--- src/rtl/tlb_pkg.sv ---
package tlb_pkg;

  // Strobes from control to datapath, one cycle each
  typedef struct packed {
    logic flushAll;  // clear every valid bit
    logic doWrite;   // write the refill translation
  } tlbStrobe_t;

endpackage

--- src/rtl/tlb_victim.sv ---
module tlb_victim #(
  parameter int ENTRIES = 16,
  localparam int IDX_W = $clog2(ENTRIES)
) (
  input  logic               clk,
  input  logic               rstN,
  input  logic [ENTRIES-1:0] validVec,
  input  logic [ENTRIES-1:0] wrHitVec,
  input  logic               wrEn,
  input  logic               flushNow,
  output logic [IDX_W-1:0]   wrIdx
);

  logic [IDX_W-1:0] rrPtr;
  logic [IDX_W-1:0] freeIdx;
  logic [IDX_W-1:0] matchIdx;
  logic             anyFree;
  logic             anyMatch;
  logic             evict;

  // Lowest-numbered invalid entry
  always_comb begin
    freeIdx = '0;
    anyFree = 1'b0;
    for (int i = ENTRIES - 1; i >= 0; i--) begin
      if (!validVec[i]) begin
        freeIdx = IDX_W'(i);
        anyFree = 1'b1;
      end
    end
  end

  // Entry already holding the refill page (at most one)
  always_comb begin
    matchIdx = '0;
    anyMatch = 1'b0;
    for (int i = 0; i < ENTRIES; i++) begin
      if (wrHitVec[i]) begin
        matchIdx = IDX_W'(i);
        anyMatch = 1'b1;
      end
    end
  end

  always_comb begin
    evict = !anyMatch && !anyFree;
    if (anyMatch)     wrIdx = matchIdx;
    else if (anyFree) wrIdx = freeIdx;
    else              wrIdx = rrPtr;
  end

  always_ff @(posedge clk) begin
    if (!rstN) begin
      rrPtr <= '0;
    end else if (wrEn && !flushNow && evict) begin
      rrPtr <= (rrPtr == IDX_W'(ENTRIES - 1)) ? '0 : rrPtr + 1'b1;
    end
  end

endmodule

--- src/rtl/tlb_dp.sv ---
module tlb_dp
  import tlb_pkg::*;
#(
  parameter int ENTRIES = 16,
  parameter int VPN_W   = 20,
  parameter int PFN_W   = 20,
  localparam int IDX_W  = $clog2(ENTRIES)
) (
  input  logic             clk,
  input  logic             rstN,
  input  tlbStrobe_t       strobe,
  input  logic [VPN_W-1:0] lookupVpn,
  input  logic [VPN_W-1:0] wrVpn,
  input  logic [PFN_W-1:0] wrPfn,
  output logic             lookupMatch,
  output logic [PFN_W-1:0] lookupPfn
);

  logic [ENTRIES-1:0] validQ;
  logic [VPN_W-1:0]   tagArr [ENTRIES];
  logic [PFN_W-1:0]   pfnArr [ENTRIES];
  logic [ENTRIES-1:0] lkHit;
  logic [ENTRIES-1:0] wrHit;
  logic [IDX_W-1:0]   wrIdx;

  // One comparator pair per entry
  for (genvar g = 0; g < ENTRIES; g++) begin : gCmp
    assign lkHit[g] = validQ[g] && (tagArr[g] == lookupVpn);
    assign wrHit[g] = validQ[g] && (tagArr[g] == wrVpn);
  end

  assign lookupMatch = |lkHit;

  // Tags are unique, so an OR of the masked frames selects the one hit
  always_comb begin
    lookupPfn = '0;
    for (int i = 0; i < ENTRIES; i++) begin
      lookupPfn = lookupPfn | (pfnArr[i] & {PFN_W{lkHit[i]}});
    end
  end

  tlb_victim #(
    .ENTRIES(ENTRIES)
  ) uVictim (
    .clk      (clk),
    .rstN     (rstN),
    .validVec (validQ),
    .wrHitVec (wrHit),
    .wrEn     (strobe.doWrite),
    .flushNow (strobe.flushAll),
    .wrIdx    (wrIdx)
  );

  always_ff @(posedge clk) begin
    if (!rstN) begin
      validQ <= '0;
    end else if (strobe.flushAll) begin
      validQ <= '0;
    end else if (strobe.doWrite) begin
      validQ[wrIdx] <= 1'b1;
    end
  end

  always_ff @(posedge clk) begin
    if (strobe.doWrite && !strobe.flushAll) begin
      tagArr[wrIdx] <= wrVpn;
      pfnArr[wrIdx] <= wrPfn;
    end
  end

endmodule

--- src/rtl/tlb_ctl.sv ---
module tlb_ctl
  import tlb_pkg::*;
#(
  parameter int VPN_W = 20
) (
  input  logic             clk,
  input  logic             rstN,
  input  logic             lookupValid,
  input  logic [VPN_W-1:0] lookupVpn,
  input  logic             lookupMatch,
  input  logic             refillValid,
  input  logic [VPN_W-1:0] refillVpn,
  input  logic             flush,
  output tlbStrobe_t       strobe,
  output logic             hitOk,
  output logic             missPending,
  output logic [VPN_W-1:0] missVpnQ
);

  logic accept;

  always_comb begin
    strobe.flushAll = flush;
    strobe.doWrite  = refillValid && !flush;
  end

  assign accept = strobe.doWrite && missPending && (refillVpn == missVpnQ);
  assign hitOk  = lookupValid && lookupMatch && !missPending;

  always_ff @(posedge clk) begin
    if (!rstN) begin
      missPending <= 1'b0;
      missVpnQ    <= '0;
    end else if (!missPending) begin
      if (lookupValid && !lookupMatch) begin
        missPending <= 1'b1;
        missVpnQ    <= lookupVpn;
      end
    end else if (accept) begin
      missPending <= 1'b0;
    end
  end

endmodule

--- src/rtl/tlb_top.sv ---
module tlb_top
  import tlb_pkg::*;
#(
  parameter int ENTRIES = 16,
  parameter int VA_W    = 32,
  parameter int OFF_W   = 12,
  parameter int PFN_W   = 20,
  localparam int VPN_W  = VA_W - OFF_W,
  localparam int PA_W   = PFN_W + OFF_W
) (
  input  logic             clk,
  input  logic             rstN,
  input  logic             lookupValid,
  input  logic [VA_W-1:0]  lookupVa,
  output logic             hit,
  output logic [PA_W-1:0]  paOut,
  output logic             missReq,
  output logic [VPN_W-1:0] missVpn,
  input  logic             refillValid,
  input  logic [VPN_W-1:0] refillVpn,
  input  logic [PFN_W-1:0] refillPfn,
  input  logic             flush
);

  tlbStrobe_t       strobe;
  logic             lookupMatch;
  logic [PFN_W-1:0] lookupPfn;
  logic [VPN_W-1:0] lookupVpn;

  assign lookupVpn = lookupVa[VA_W-1:OFF_W];

  tlb_ctl #(
    .VPN_W(VPN_W)
  ) uCtl (
    .clk         (clk),
    .rstN        (rstN),
    .lookupValid (lookupValid),
    .lookupVpn   (lookupVpn),
    .lookupMatch (lookupMatch),
    .refillValid (refillValid),
    .refillVpn   (refillVpn),
    .flush       (flush),
    .strobe      (strobe),
    .hitOk       (hit),
    .missPending (missReq),
    .missVpnQ    (missVpn)
  );

  tlb_dp #(
    .ENTRIES(ENTRIES),
    .VPN_W  (VPN_W),
    .PFN_W  (PFN_W)
  ) uDp (
    .clk         (clk),
    .rstN        (rstN),
    .strobe      (strobe),
    .lookupVpn   (lookupVpn),
    .wrVpn       (refillVpn),
    .wrPfn       (refillPfn),
    .lookupMatch (lookupMatch),
    .lookupPfn   (lookupPfn)
  );

  assign paOut = hit ? {lookupPfn, lookupVa[OFF_W-1:0]} : '0;

endmodule

--- config.mk ---
export PLATFORM = sky130hd
export DESIGN_NAME = tlb_top
export DESIGN_NICKNAME = d
export VERILOG_FILES = /design/src/rtl/tlb_pkg.sv /design/src/rtl/tlb_victim.sv /design/src/rtl/tlb_dp.sv /design/src/rtl/tlb_ctl.sv /design/src/rtl/tlb_top.sv
export SDC_FILE = /design/constraint.sdc
export NUM_CORES = 1
export LEC_CHECK = 0
export ABC_AREA = 1
export BUFFER_PORTS_ARGS = -buffer_cell sky130_fd_sc_hd__buf_2
export CORE_MARGIN = 4
export CORE_UTILIZATION = 40
export DETAILED_ROUTE_END_ITERATION = 10
export MAX_ROUTING_LAYER = met4
export SLEW_MARGIN = 10
export SYNTH_ARGS = -nofsm -noshare
export SYNTH_HDL_FRONTEND = slang
export SYNTH_SLANG_ARGS = --single-unit
--- constraint.sdc ---
create_clock -name clk -period 4.5 [get_ports clk]
set_clock_uncertainty 0.15 [all_clocks]
set_input_delay 0.225 -clock clk [delete_from_list [all_inputs] [get_ports clk]]
set_output_delay 0.225 -clock clk [all_outputs]
set_load 0.005 [all_outputs]
==> impl_metrics.ini <==
[status]
status = complete, no violations

[die]
start_util = 0.4030
rows = 103
fp.dieW_um = 290.1
dieArea_um2 = 84170
die_y_um = 290.1
coreArea_um2 = 79000
io_pins = 131

[synthesis]
synth_area_leader_cell = edfxtp_1
syn-cell-area_um2 = 31840
ys_types = 56
synthFlopType = edfxtp_1
yosys_register_bits = 681
yosysMostFrequentCell = edfxtp_1
synth.top_cells.by_area = edfxtp_1 60%, nand2_1 6.3%, o22ai_1 4.8%
synth_edf_count = 640
synth_top_area_share = 0.6037
synth_warnings = 0
avgSynthCellArea_um2 = 10.97
synth_common_cells = 640 x edfxtp_1, 536 x nand2_1, 264 x inv_1
synth_cells = 2901
async_reset_ff_frac = 0
ys_seq_area_frac = 0.6294
syn_nets = 2979

[layout]
stdcell_area_um2 = 37220
fin_util = 0.4711
instances_no_fill = 4251
nets = 3213
area_delta_synth_final_pct = 16.91
multi_input_area_um2 = 9864
final_layout_size_suffix_gt1_frac = 0.1374
n_fill_cell = 7181
regArea_um2 = 20040

[setup_path]
startpoint_type = input port
cp_max_fo = 32
setup.worst_path.end_class = output port
reg2regPathDepth = 15
crit_path_end = paOut[19]
r2r-end = uDp.tagArr[13][18]$_DFFE_PP_
regToRegStartpoint = uDp.validQ[8]$_SDFFE_PP0P_
cp-startpoint = lookupVa[17]
crit_required_ps = 4120
rrSetupSlack_ps = 810
cp.arrival_ps = 3990
worst-setup-path-type = input port to output port

[clock_tree]
cts_tree = built
cts_resized = 0
clk_pin_slew_ps = 60
clk_path_buf_depth = 3
post_cts_buffers = 0
clock-sinks = 681
clk_latency_ps = 660
hold_buffers = 37
htreeDepth = 3
cts_made_buffers = 75
cts_root_buffer = clkbuf_16

[placement]
detailed_place_hpwl_mm = 78.76
gp_congestion = 1.015
dp_slack_ps = 669.5
port_buffers = 130
dp.cells = 4071
placed_cell_area_um2 = 34310

[drt]
wl_per_cell_um = 29.96
vias_per_cell = 6.184
drtPass1Iterations = 6
postRouteWirelength_mm = 127.3
drc = 0
antenna_left = 0
num_vias = 26290
drt_iter0_markers = 4718

[timing]
post-route-period-util = 0.9705
drv_slew = 0
fmax_ghz = 0.2290
grt_setup_unrepaired = no
hold_viol = 0
setup_violations = 0
setup_tns_ps = 0
period_needed_ps = 4367
whs_ps = 25.83
slew_headroom = 0.2854
finalWorstSetupSlack_ps = 132.8
worst_pin_slew_ps = 1071

[power]
vdd_drop_max_uv = 305.7
finalPower_mw = 14.25
leakagePower_nw = 13.73
power.density_nw_per_um2 = 382.8

[global_route]
track_usage = 0.3000
grt_max_degree = 42
grt_pass1_vias = 24515
antenna_found_initial = 4
grt_pass1_wl_mm = 178.6
grt_remaining_overflow = 0

[worst_hold_path]
hold_class = input port to flip-flop

[flow_run]
maxCapViolCount = 0
logic make-up (layout without fill, tap and decap cells):
kind of cell	after synthesis	count (layout)	synth area share
other cells	0	6	0
fa+ha+maj	1	1	0.0003929
flops	681	681	0.6294
buf+inv	434	728	0.06072
compound gates	584	584	0.1223
xor+xnor	180	180	0.04952
simple gates	1021	1021	0.1376
cell type report:
| class | instances | area share |
|---|---|---|
| Clock buffer | 99 | 0.05449 |
| Antenna cell | 6 | 0.0004034 |
| Tap cell | 1050 | 0.03530 |
| Inverter | 290 | 0.02958 |
| Sequential cell | 681 | 0.5384 |
| Timing Repair Buffer | 301 | 0.06354 |
| Clock inverter | 38 | 0.01325 |
| Multi-Input combinational cell | 1786 | 0.2650 |
flip-flops by register name, summed over array words and instances, names as in the netlist:
name,count
uCtl.missPending,1
uCtl.missVpnQ,20
uDp.pfnArr,320
uDp.tagArr,320
uDp.uVictim.rrPtr,4
uDp.validQ,16
placed cells by master, fill, tap and decap left out, drive strengths merged, types with 3 or more instances in the layout:
cell	n
edfxtp	640
nand2	542
inv	291
buf	264
o22ai	243
nor2	242
xnor2	118
clkbuf	99
o21ai	96
nand3	91
a221oi	81
xor2	62
nor4	51
a22oi	50
a21oi	47
dfxtp	41
nand4	41
dlygate4sd3	37
o2111ai	29
clkinv	29
a211oi	19
nor3	16
and3	12
o211ai	7
diode	6
bufinv	6
and2	6
nor3b	6
or2	5
nand3b	4
a221o	3
nor4b	3
power by group:
group          internal (mW)  switching (mW)
logic                  0.285           0.742
clock network           3.58            2.65
registers               6.96          0.0268
how the worst min path moves through the flow:
| stage | cells past startpoint | slack [ps] | from | to |
|---|---|---|---|---|
| 2_1_floorplan | 0 | 170 | refillPfn[0] | uDp.pfnArr[0][0]$_DFFE_PP_ |
| 3_3_place_gp | 2 | 330 | uCtl.missPending$_SDFF_PN0_ | uCtl.missPending$_SDFF_PN0_ |
| 3_5_place_dp | 2 | 330 | uCtl.missPending$_SDFF_PN0_ | uCtl.missPending$_SDFF_PN0_ |
| 4_1_cts | 2 | 1 | refillVpn[3] | uDp.tagArr[4][3]$_DFFE_PP_ |
| 5_1_grt | 2 | 3 | refillVpn[3] | uDp.tagArr[4][3]$_DFFE_PP_ |
| 6_report | 2 | 30 | refillVpn[3] | uDp.tagArr[4][3]$_DFFE_PP_ |
routing by layer:
layer | GRT usage | up-vias | routed length (um)
met5 | - | - | 0
met4 | 0.1655 | 0 | 8538
met3 | 0.07301 | 547 | 16690
met2 | 0.4384 | 2162 | 54840
met1 | 0.3853 | 12595 | 47270
li1 | - | 10986 | -
worst max-delay path, stage by stage:
cell and delay, ps:
dlygate4sd3_1 530, buf_2 420, buf_4 360, xor2_1 110, a221oi_1 250, nand4_1 120
a211oi_1 190, nand3_1 380, nand2_1 160, nor3_1 50, nand2_1 140, nor3b_2 80
nor2_2 200, inv_2 350, nor2_1 220, buf_2 170
Note: power is estimated with default switching activity, not from simulation.
